[src/rtl/isc_pkg.sv]
package isc_pkg;
  localparam int NUM_SRC = 14;

  typedef struct packed {
    logic [NUM_SRC-1:0] enableBits;
    logic [NUM_SRC-1:0] disableBits;
    logic               statClear;
  } iscStrobes_t;
endpackage

[src/rtl/isc_ctrl.sv]
module isc_ctrl
  import isc_pkg::*;
#(
  parameter int SrcCnt = NUM_SRC
) (
  input  logic              enWr,
  input  logic              disWr,
  input  logic [SrcCnt-1:0] wrData,
  input  logic              statRd,
  output iscStrobes_t       strobes
);
  logic [SrcCnt-1:0] disReq;
  logic [SrcCnt-1:0] enReq;

  always_comb begin
    disReq = disWr ? wrData : '0;
    enReq  = enWr ? wrData : '0;
    strobes.disableBits = disReq;
    // disable has priority over enable on the same bit
    strobes.enableBits  = enReq & ~disReq;
    strobes.statClear   = statRd;
  end
endmodule

[src/rtl/isc_dpath.sv]
module isc_dpath
  import isc_pkg::*;
#(
  parameter int SrcCnt = NUM_SRC
) (
  input  logic              clk,
  input  logic              rstN,
  input  logic [SrcCnt-1:0] evtIn,
  input  iscStrobes_t       strobes,
  output logic [SrcCnt-1:0] statData,
  output logic [SrcCnt-1:0] maskData,
  output logic              irqOut
);
  logic [SrcCnt-1:0] statusQ, statusNext;
  logic [SrcCnt-1:0] enabledQ, enabledNext;
  logic [SrcCnt-1:0] pendNext;
  logic              irqQ;

  for (genvar i = 0; i < SrcCnt; i++) begin : g_cell
    always_comb begin
      statusNext[i]  = (strobes.statClear ? 1'b0 : statusQ[i]) | evtIn[i];
      enabledNext[i] = (enabledQ[i] | strobes.enableBits[i]) & ~strobes.disableBits[i];
      pendNext[i]    = statusNext[i] & enabledNext[i];
    end
  end

  always_ff @(posedge clk or negedge rstN) begin
    if (!rstN) begin
      statusQ  <= '0;
      enabledQ <= '0;
      irqQ     <= 1'b0;
    end else begin
      statusQ  <= statusNext;
      enabledQ <= enabledNext;
      irqQ     <= |pendNext;
    end
  end

  assign statData = statusQ;
  assign maskData = ~enabledQ;
  assign irqOut   = irqQ;

  // a status bit may only rise if its event was present
  p_rise_needs_evt_r2: assert property (@(posedge clk) disable iff (!rstN)
    1'b1 |=> ((statusQ & ~$past(statusQ) & ~$past(evtIn)) == '0));

  // after a clearing read only the coincident events remain
  p_clear_keeps_evt_r4: assert property (@(posedge clk) disable iff (!rstN)
    strobes.statClear |=> (statusQ == $past(evtIn)));

  // enabled bits take effect
  p_enable_r5: assert property (@(posedge clk) disable iff (!rstN)
    (|strobes.enableBits) |=> ((enabledQ & $past(strobes.enableBits)) == $past(strobes.enableBits)));

  // disabled bits take effect
  p_disable_r6: assert property (@(posedge clk) disable iff (!rstN)
    (|strobes.disableBits) |=> ((enabledQ & $past(strobes.disableBits)) == '0));

  // no write, no change of enables
  p_hold_mask_r8: assert property (@(posedge clk) disable iff (!rstN)
    (strobes.enableBits == '0 && strobes.disableBits == '0) |=> $stable(enabledQ));

  // request matches pending-and-enabled state
  p_irq_or_r9: assert property (@(posedge clk) disable iff (!rstN)
    irqQ == |(statusQ & enabledQ));
endmodule

[src/rtl/irq_status_unit.sv]
module irq_status_unit
  import isc_pkg::*;
#(
  parameter int SrcCnt = NUM_SRC
) (
  input  logic              clk,
  input  logic              rstN,
  input  logic [SrcCnt-1:0] evtIn,
  input  logic              enWr,
  input  logic              disWr,
  input  logic [SrcCnt-1:0] wrData,
  input  logic              statRd,
  output logic [SrcCnt-1:0] statData,
  output logic [SrcCnt-1:0] maskData,
  output logic              irqOut
);
  iscStrobes_t strobes;

  isc_ctrl #(.SrcCnt(SrcCnt)) ctrl_i (
    .enWr(enWr), .disWr(disWr), .wrData(wrData), .statRd(statRd), .strobes(strobes)
  );

  isc_dpath #(.SrcCnt(SrcCnt)) dpath_i (
    .clk(clk), .rstN(rstN), .evtIn(evtIn), .strobes(strobes),
    .statData(statData), .maskData(maskData), .irqOut(irqOut)
  );

  // disable always wins over a simultaneous enable
  p_dis_wins_r7: assert property (@(posedge clk) disable iff (!rstN)
    (enWr && disWr) |=> ((~maskData & $past(wrData)) == '0));
endmodule

[config.mk]
export PLATFORM = sky130hd
export DESIGN_NAME = irq_status_unit
export DESIGN_NICKNAME = d
export VERILOG_FILES = /design/src/rtl/isc_pkg.sv /design/src/rtl/isc_ctrl.sv /design/src/rtl/isc_dpath.sv /design/src/rtl/irq_status_unit.sv
export SDC_FILE = /design/constraint.sdc
export NUM_CORES = 1
export LEC_CHECK = 0
export BUFFER_PORTS_ARGS = -buffer_cell sky130_fd_sc_hd__buf_4
export CELL_PAD_IN_SITES_DETAIL_PLACEMENT = 1
export CELL_PAD_IN_SITES_GLOBAL_PLACEMENT = 2
export CORE_MARGIN = 2
export CORE_UTILIZATION = 27
export DETAILED_ROUTE_END_ITERATION = 7
export GPL_ROUTABILITY_DRIVEN = 0
export GPL_TIMING_DRIVEN = 0
export PLACE_DENSITY = 0.89
export SETUP_SLACK_MARGIN = 0.05
export SYNTH_ARGS = -nofsm -noshare
export SYNTH_HDL_FRONTEND = slang
export SYNTH_SLANG_ARGS = --single-unit
[constraint.sdc]
create_clock -name clk -period 2.5 [get_ports clk]
set_input_delay 0.5 -clock clk [delete_from_list [all_inputs] [get_ports clk]]
set_output_delay 0.5 -clock clk [all_outputs]
set_load 0.005 [all_outputs]
==> flow_metrics.py, run 1 <==
metrics = {
    "sta": {
        "rsz0062_at_grt": "false",
        "finalMaxSlewViolations": 0,
        "clock-skew-final_ns": 0.00423,
        "tightest_slew_ns": 0.372,
        "tns_ns": 0,
        "period_share_pct": 52.9,
        "slew_headroom_pct": 75.2,
        "setup_viol": 0,
        "min_period_ns": 1.32,
        "hold_violations": 0,
        "max_freq_mhz": 756,
        "setup_slack_ns": 1.18,
        "fin_hold_ws_ns": 0.146,
    },
    "floorplanning": {
        "die_h_um": 69.8,
        "initial_utilization_pct": 28.6,
        "coreArea_um2": 4090,
        "ios": 62,
        "rows": 23,
        "fp.dieW_um": 69.8,
        "fp.dieArea_um2": 4870,
    },
    "clock_network": {
        "cts.clk_slew.worst_paths_ns": 0.06,
        "htreeDepth": 2,
        "cts.repair.resized": 0,
        "cts_sinks": 29,
        "clock_latency_ns": 0.27,
        "root_buffer": "clkbuf_8",
        "clk_path_buf_depth": 2,
        "cts_setup_buffers": 0,
        "tritoncts": "yes",
        "ctsHoldBuffers": 0,
        "cts_buffers": 5,
    },
    "routing": {
        "viasPerCell": 4.61,
        "top_layer": "met4",
        "wl_met2_um": 1760,
        "dr_total_vias": 1006,
        "wire_per_inst_um": 14.7,
        "drt-total-wl_um": 3210,
        "drt-met1-wl_um": 1260,
        "drc": 0,
        "dr_wl_met3_um": 157,
        "dr.first_iter.drc_count": 28,
        "drtAntennaViolNets": 0,
        "first_pass_iters": 3,
    },
    "grt": {
        "grt_max_degree": 30,
        "grt_pass1_vias": 1132,
        "grt_first_pass_wirelength_um": 5340,
        "grt_use_total_pct": 14.4,
        "antenna_found_initial": 0,
        "overflow": 0,
    },
    "finish": {
        "layout-drive-gt1-share_pct": 48.2,
        "nets": 200,
        "final_core_util_pct": 43.4,
        "diodes": 0,
        "seq_area_um2": 726,
        "fillers": 477,
        "area_delta_synth_final_pct": 51.6,
        "multi_input_area_um2": 353,
        "final_area_um2": 1770,
    },
    "placement": {
        "postPlaceCellArea_um2": 1690,
        "place_worst_setup_slack_ns": 0.943,
        "port_buffers": 61,
        "place_hpwl_um": 2570,
    },
    "synthesis": {
        "async_reset_ff_share_pct": 100,
        "ys_seq_area_share_pct": 62.1,
        "synth_seq_cells": 29,
        "ys.warnings.count": 0,
        "netlist_area_um2": 1170,
        "syn_nets": 132,
        "synth_common_cells": "29 x dfrtp_1, 21 x a21oi_1, 14 x a21o_1, 14 x inv_1, 7 x a21oi_2",
        "yosys.area.top_type_share_pct": 62.1,
        "synth_ff_type": "dfrtp_1",
        "synth_edf_count": 0,
        "ys_types": 12,
        "yosys-top-cells-area": "dfrtp_1 62%, a21o_1 9.0%, a21oi_1 9.0%, a21oi_2 5.2%, inv_1 4.5%",
        "yosysTopAreaCell": "dfrtp_1",
        "synthMostInstantiatedCell": "dfrtp_1",
        "synth_area_per_cell_um2": 11.8,
        "syn_inst": 99,
    },
    "critical_path": {
        "critical_path_arrival_ns": 0.82,
        "worstSetupStartpointType": "flip-flop",
        "end_kind": "output port",
        "worst-setup-path-type": "flip-flop to output port",
        "crit_required_ns": 2.00,
        "worstPathMaxFanout": 2,
    },
    "power_and_ir_drop": {
        "p_per_area_nw_per_um2": 634,
        "leakage_nw": 0.897,
        "peakVddDrop_mv": 0.274,
    },
    "worst_hold_path": {
        "worstHoldPathType": "primary input to async pin",
    },
    "run": {
        "cap_violations": 0,
    },
    "run_status": {
        "outcome": "completed",
    },
}
## registers in the layout (all words and copies together) (netlist names)
signal,cells
dpath_i.irqOut,1
dpath_i.enabledQ,14
dpath_i.statData,14
## stage by stage
step / total power [mW] / instances
finish: 1.12 / 218
floorplan: 0.630 / 99
global route: 1.20 / 218
CTS: 1.15 / 218
detailed placement: 0.776 / 210
global placement: 0.765 / 210
## metal layers
layer | vias to the layer above | GRT usage, %
met4 | 0 | 6.41
met3 | 2 | 4.07
met2 | 32 | 25.3
li1 | 479 | -
met1 | 493 | 15.9
met5 | - | 0
## placed cells by master (no fill, tap or decap)
| cell type | count |
|---|---|
| a21o_1 | 14 |
| a21oi_1 | 21 |
| a21oi_2 | 7 |
| a22oi_1 | 5 |
| a22oi_2 | 2 |
| and3_1 | 1 |
| buf_4 | 61 |
| buf_6 | 3 |
| clkbuf_1 | 1 |
| clkbuf_8 | 5 |
| clkinv_2 | 2 |
| dfrtp_1 | 29 |
| inv_1 | 14 |
| inv_2 | 1 |
| nand2_1 | 1 |
| nand4b_1 | 1 |
## layout make-up
cell class	instances	area share, %
inverter	15	3.18
tap	50	3.53
sequential	29	41.0
timing repair buffer	61	25.8
multi-input combinational	52	19.9
clock buffer	6	4.10
clock inverter	2	0.565
buffer	3	1.91
## logic make-up after synthesis
| group | synth area share [%] |
|---|---|
| AO/OA/AOI/OAI | 28.6 |
| buffers and inverters | 7.71 |
| flip-flops | 62.1 |
| AND/OR/NAND/NOR | 1.61 |
## final timing paths
check	cells past startpoint	to	startpoint	slack (ns)
worst max-delay path	2	maskData[0]	dpath_i.enabledQ[0]$_DFF_PN0_	1.18
worst min register to register	1	dpath_i.statData[5]$_DFF_PN0_	dpath_i.statData[5]$_DFF_PN0_	0.51
min in group clk	2	dpath_i.enabledQ[4]$_DFF_PN0_	wrData[4]	0.42
worst min-delay path	1	dpath_i.statData[3]$_DFF_PN0_	rstN	0.15
worst max register to register	5	dpath_i.irqOut$_DFF_PN0_	dpath_i.enabledQ[8]$_DFF_PN0_	1.30
max in group asynchronous	1	dpath_i.enabledQ[1]$_DFF_PN0_	rstN	2.08
## power by group
group          switching (mW)  internal (mW)  total, mW
combinational           0.100          0.127      0.227
clock                   0.169          0.192      0.362
sequential             0.0237          0.511      0.535
total                   0.293          0.830       1.12
## worst max-delay path, stage by stage (launching register included)
cell and delay (ns):
dfrtp_1 0.39, inv_1 0.07, buf_4 0.10
(Power assumes the default switching activity.)
==> run 2, diff against run 1 <==
- ABC_AREA: not set -> 1
- CORE_UTILIZATION: 27 -> 24
- PLACE_DENSITY: 0.89 -> 0.86
- clock period: 2.5 -> 1.3 ns (I/O delays scaled with it)
==> run 2 against run 1 <==
  * Via count up 30%
  * Critical path type unchanged
  * Setup slack worse by 0.99 ns
  * Hold slack better by 0.041 ns
  * Register-to-register slack worse by 1.1 ns
  * Clock power up 100%
  * Sequential power up 89%
  * Area after synthesis up 19%
  * Critical endpoint is now maskData[9]
  * Die area up 32%
==> flow_metrics.py, run 2 <==
metrics = {
    "run_status": {
        "outcome": "completed",
    },
    "routing": {
        "viasPerCell": 3.98,
        "dr.first_iter.drc_count": 24,
        "dr_total_vias": 1310,
        "drt-total-wl_um": 3730,
        "wire_per_inst_um": 11.3,
        "drc": 0,
        "first_pass_iters": 4,
        "drtAntennaViolNets": 0,
    },
    "critical_path": {
        "worstPathMaxFanout": 2,
        "crit_family": "flip-flops",
        "critical_path_arrival_ns": 0.85,
        "reg2regPathDepth": 8,
        "r2r-start": "dpath_i.enabledQ[4]$_DFF_PN0_",
        "setup.worst_path.end": "maskData[9]",
        "cp.buffers_inverters": 2,
        "timing.critical_path.cells": "inv_1, buf_4",
        "worstSetupStartpointType": "flip-flop",
        "crit_required_ns": 1.04,
        "cp_slowest_cell": "dfrtp_1",
        "crit_start": "dpath_i.enabledQ[9]$_DFF_PN0_",
        "r2r_setup_slack_ns": 0.25,
        "worst-setup-path-type": "flip-flop to output port",
        "rr_endpoint": "dpath_i.irqOut$_DFF_PN0_",
        "crit_cells": 2,
        "end_kind": "output port",
        "crit_path_max_incr_delay_ns": 0.37,
    },
    "placement": {
        "place_hpwl_um": 2920,
        "postPlaceCellArea_um2": 1940,
        "place_worst_setup_slack_ns": 0.0758,
        "port_buffers": 61,
    },
    "grt": {
        "grt_pass1_vias": 1328,
        "grt_use_total_pct": 12.7,
        "grt_max_degree": 30,
        "overflow": 0,
        "antenna_found_initial": 0,
        "grt_first_pass_wirelength_um": 6040,
    },
    "worst_hold_path": {
        "hp-start": "evtIn[9]",
        "worstHoldPathType": "primary input to flip-flop",
        "worstHoldPathCells": 3,
    },
    "finish": {
        "nets": 290,
        "area_delta_synth_final_pct": 46.4,
        "layout-drive-gt1-share_pct": 31.1,
        "fillers": 702,
        "multi_input_area_um2": 452,
        "final_area_um2": 2030,
        "final_common_cell": "nand2_1",
        "diodes": 0,
        "final_cell_mix": "85 x nand2_1, 61 x buf_4, 44 x inv_1, 29 x dfrtp_1, 12 x nand3_1",
        "seq_area_um2": 726,
    },
    "floorplanning": {
        "ios": 62,
        "fp.dieW_um": 80.0,
        "coreArea_um2": 5540,
        "rows": 27,
        "die_h_um": 80.0,
        "initial_utilization_pct": 25.0,
        "fp.dieArea_um2": 6410,
    },
    "synthesis": {
        "async_reset_ff_share_pct": 100,
        "ys_seq_area_share_pct": 52.3,
        "synth_seq_cells": 29,
        "syn_nets": 221,
        "syn_inst": 188,
        "synth_area_per_cell_um2": 7.38,
        "synth_ff_type": "dfrtp_1",
        "yosys.area.top_type_share_pct": 52.3,
        "netlist_area_um2": 1390,
        "yosysTopAreaCell": "dfrtp_1",
        "yosys-top-cells-area": "dfrtp_1 52%, nand2_1 23%, inv_1 12%, nand3_1 4.3%, nand2_2 3.6%",
        "synth_edf_count": 0,
        "synthMostInstantiatedCell": "nand2_1",
        "ys_types": 10,
        "ys.warnings.count": 0,
        "synth_common_cells": "85 x nand2_1, 44 x inv_1, 29 x dfrtp_1",
    },
    "clock_network": {
        "cts_buffers": 5,
        "clk_path_buf_depth": 2,
        "cts_sinks": 29,
        "cts.clk_slew.worst_paths_ns": 0.06,
        "ctsHoldBuffers": 1,
        "cts_setup_buffers": 0,
        "htreeDepth": 2,
        "tritoncts": "yes",
        "cts.repair.resized": 0,
        "clock_latency_ns": 0.28,
        "root_buffer": "clkbuf_8",
    },
    "power_and_ir_drop": {
        "clkPwrFrac_pct": 32.7,
        "p_comb_share_pct": 22.7,
        "leakage_nw": 1.23,
        "peakVddDrop_mv": 0.389,
        "p_switching_uw": 607,
        "swShare_pct": 26.8,
        "seq_power_share_pct": 44.6,
        "power.internal_mw": 1.66,
        "p_per_area_nw_per_um2": 1110,
    },
    "sta": {
        "setup_slack_ns": 0.189,
        "period_share_pct": 85.5,
        "finalMaxSlewViolations": 0,
        "min_period_ns": 1.11,
        "tns_ns": 0,
        "fin_hold_ws_ns": 0.187,
        "slew_headroom_pct": 73.9,
        "max_freq_mhz": 900,
        "setup_viol": 0,
        "rsz0062_at_grt": "false",
        "clock-skew-final_ns": 0.00693,
        "tightest_slew_ns": 0.392,
        "hold_violations": 0,
    },
    "run": {
        "cap_violations": 0,
    },
}
[run 2: cell types whose count changed in the layout (fill, tap and decap cells not counted), moves of 8 or more]
cell,previous run,this run
nand2_2,0,8
nand2_1,1,85
a21oi_1,21,0
inv_1,14,44
nand3_1,0,12
a21o_1,14,2
[run 2: stage by stage]
stage / cells / power (mW) / utilization (%)
after floorplan: 188 / 1.26 / -
after global placement: 321 / 1.54 / 34.9
after detailed placement: 321 / 1.55 / 34.9
after CTS: 329 / 2.32 / 36.7
after global routing: 329 / 2.43 / 36.7
final: 329 / 2.26 / 36.7
[run 2: area by class of cell]
type                    count  area share [%]
repair buffers             62            23.0
clock buffers               7            4.25
multi-input cells         109            22.2
inverters                  47            8.68
well taps                  72            4.43
flip-flops and latches     29            35.7
plain buffers               3            1.66
[run 2: metal layers]
layer	track usage (%)	vias up	wire length [um]
li1	-	670	-
met1	14.8	593	1570
met2	21.7	41	1840
met3	4.64	6	277
met4	3.56	0	43
met5	0	-	0
[run 2: logic make-up after synthesis]
| family | count (synthesis) | synth area share (%) |
|---|---|---|
| buffers and inverters | 50 | 15.1 |
| flip-flops | 29 | 52.3 |
| AND/OR/NAND/NOR | 107 | 31.5 |
| AO/OA/AOI/OAI | 2 | 1.08 |
[run 2: worst min path at each step]
stage	end	slack (ns)
after floorplan	dpath_i.enabledQ[0]$_DFF_PN0_	-0.04
after global placement	dpath_i.enabledQ[10]$_DFF_PN0_	0.21
after detailed placement	dpath_i.enabledQ[10]$_DFF_PN0_	0.21
after CTS	dpath_i.statData[9]$_DFF_PN0_	0.18
after global routing	dpath_i.statData[12]$_DFF_PN0_	0.19
final	dpath_i.statData[9]$_DFF_PN0_	0.19
[run 2: power by group through the flow]
stage / sequential, mW / combinational (mW) / clock [mW]
final: 1.01 / 0.513 / 0.740
after global routing: 1.02 / 0.593 / 0.820
after CTS: 1.01 / 0.531 / 0.779
after detailed placement: 1.03 / 0.527 / 0
after global placement: 1.02 / 0.514 / 0
after floorplan: 1.03 / 0.237 / 0
[run 2: worst reg2reg max path: stages (launching register included)]
cell and delay, ns:
dfrtp_1 0.37, inv_1 0.07, nand2_1 0.07, nand3_1 0.09, nand2_1 0.06, clkinv_1 0.04
nand2_1 0.05, nor2_1 0.11, nand2_1 0.06
==> run 3, diff against run 2 <==
- ABC_AREA: 1 -> 0
- CORE_UTILIZATION: 24 -> 25
- PLACE_DENSITY: 0.86 -> 0.84
==> run 3 against run 2 <==
  * Flip-flop and latch count unchanged
  * Clock skew is 0.0054 ns lower
  * Cell area is 11% lower
  * Clock power up 8.1%
  * Clock-buffer cell count is the same
  * Sequential power barely moved
  * Die area is 18% lower
  * Hold slack got worse by 0.011 ns
  * Via count fell by 23%
  * Cell count is 33% lower
  * First-iteration DRC count down 13%
  * Largest power group unchanged
==> flow_metrics.py, run 3 (synthesized netlist as in run 1, its figures left out) <==
metrics = {
    "power_and_ir_drop": {
        "seq_power_share_pct": 45.3,
        "p_switching_uw": 568,
        "power.internal_mw": 1.71,
        "swShare_pct": 25.0,
        "peakVddDrop_mv": 0.575,
        "clkPwrFrac_pct": 35.1,
        "leakage_nw": 0.912,
        "p_per_area_nw_per_um2": 1260,
        "p_comb_share_pct": 19.5,
        "finalPower_mw": 2.28,
    },
    "grt": {
        "grt_pass1_vias": 1135,
        "antenna_found_initial": 0,
        "grt_max_degree": 30,
        "overflow": 0,
        "grt_use_total_pct": 13.8,
        "grt_first_pass_wirelength_um": 5360,
    },
    "floorplanning": {
        "fp.dieArea_um2": 5240,
        "rows": 24,
        "coreArea_um2": 4410,
        "die_h_um": 72.4,
        "initial_utilization_pct": 26.5,
        "ios": 62,
        "fp.dieW_um": 72.4,
    },
    "finish": {
        "fillers": 502,
        "final_cell_mix": "61 x buf_4, 29 x dfrtp_1, 18 x a21oi_1, 14 x inv_1, 14 x a21o_1",
        "nets": 201,
        "diodes": 0,
        "final_core_util_pct": 41.1,
        "layout-drive-gt1-share_pct": 50.3,
        "area_delta_synth_final_pct": 55.2,
        "seq_area_um2": 726,
        "multi_input_area_um2": 364,
        "final_common_cell": "buf_4",
    },
    "clock_network": {
        "cts_sinks": 29,
        "root_buffer": "clkbuf_8",
        "htreeDepth": 2,
        "cts_buffers": 5,
        "clk_path_buf_depth": 2,
        "clock_latency_ns": 0.27,
        "cts.clk_slew.worst_paths_ns": 0.06,
        "tritoncts": "yes",
        "cts_setup_buffers": 0,
    },
    "critical_path": {
        "end_kind": "flip-flop",
        "worstSetupStartpointType": "flip-flop",
        "worstPathMaxFanout": 2,
        "worst-setup-path-type": "flip-flop to flip-flop",
        "rr_endpoint": "dpath_i.irqOut$_DFF_PN0_",
        "r2r-start": "dpath_i.enabledQ[2]$_DFF_PN0_",
        "reg2regPathDepth": 5,
        "r2r_setup_slack_ns": 0.11,
        "critical_path_arrival_ns": 1.34,
        "crit_required_ns": 1.45,
    },
    "sta": {
        "tns_ns": 0,
        "period_share_pct": 91.5,
        "rsz0062_at_grt": "false",
        "setup_slack_ns": 0.111,
        "finalMaxSlewViolations": 0,
        "setup_viol": 0,
        "fin_hold_ws_ns": 0.176,
        "clock-skew-final_ns": 0.00151,
        "max_freq_mhz": 841,
        "hold_violations": 0,
        "slew_headroom_pct": 75.5,
        "min_period_ns": 1.19,
        "tightest_slew_ns": 0.368,
    },
    "routing": {
        "drt-total-wl_um": 3390,
        "first_pass_iters": 4,
        "wire_per_inst_um": 15.3,
        "drtAntennaViolNets": 0,
        "dr.first_iter.drc_count": 21,
        "dr_total_vias": 1006,
        "viasPerCell": 4.55,
        "drc": 0,
    },
    "placement": {
        "place_hpwl_um": 2690,
        "place_worst_setup_slack_ns": -0.0360,
        "port_buffers": 61,
    },
    "run_status": {
        "outcome": "completed",
    },
    "worst_hold_path": {
        "hold_path_end": "dpath_i.enabledQ[1]$_DFF_PN0_",
        "worstHoldPathCells": 2,
        "worstHoldPathType": "primary input to flip-flop",
        "hp-start": "wrData[1]",
    },
    "run": {
        "cap_violations": 0,
    },
}
==> run 3: how the worst max path moves through the flow <==
stage / start / end / slack [ns] / depth (start not counted)
after floorplan: statRd / dpath_i.irqOut$_DFF_PN0_ / 0.22 / 6
after global placement: enWr / dpath_i.irqOut$_DFF_PN0_ / -0.001 / 7
after detailed placement: enWr / dpath_i.irqOut$_DFF_PN0_ / -0.04 / 7
after CTS: dpath_i.enabledQ[2]$_DFF_PN0_ / dpath_i.irqOut$_DFF_PN0_ / 0.09 / 5
after global routing: dpath_i.enabledQ[2]$_DFF_PN0_ / dpath_i.irqOut$_DFF_PN0_ / 0.05 / 5
final: dpath_i.enabledQ[2]$_DFF_PN0_ / dpath_i.irqOut$_DFF_PN0_ / 0.11 / 5
==> run 3: through the flow <==
stage | cell area [um2] | std cells
floorplan | 1170 | 99
global placement | 1690 | 212
detailed placement | 1690 | 212
CTS | 1800 | 221
global route | 1810 | 221
finish | 1810 | 221
==> run 3: worst max-delay path, stage by stage (launching register included) <==
cell and delay (ns):
dfrtp_1 0.40, a21oi_2 0.11, a21oi_1 0.08, a22oi_2 0.20, and3_1 0.18, nand4b_1 0.10
==> run 3: what timing repair did <==
item	in CTS	in global routing
endpoints found under the hold margin	29	0
hold buffers	1	0
setup endpoints to repair	0	1
gates resized for setup	0	3
==> run 3: cell type report <==
cell class / count / area share (%)
sequential: 29 / 40.0
timing repair buffer: 62 / 25.8
multi-input combinational: 52 / 20.1
clock buffer: 7 / 5.31
tap: 52 / 3.59
inverter: 15 / 3.10
buffer: 3 / 1.86
clock inverter: 1 / 0.276
==> run 3: layer usage <==
metal  routed length, um  vias up  track usage, %
met1                1230      485            14.7
met3                 197        8            3.19
li1                    -      480               -
met4                  88        0            8.44
met5                   0        -               0
met2                1880       33            24.6
==> run 3: power groups by stage <==
stage	clock (mW)	combinational [mW]	sequential (mW)
detailed placement	0	0.448	1.05
CTS	0.831	0.452	1.03
global route	0.881	0.495	1.04
global placement	0	0.435	1.04
floorplan	0	0.173	1.04
finish	0.800	0.444	1.03
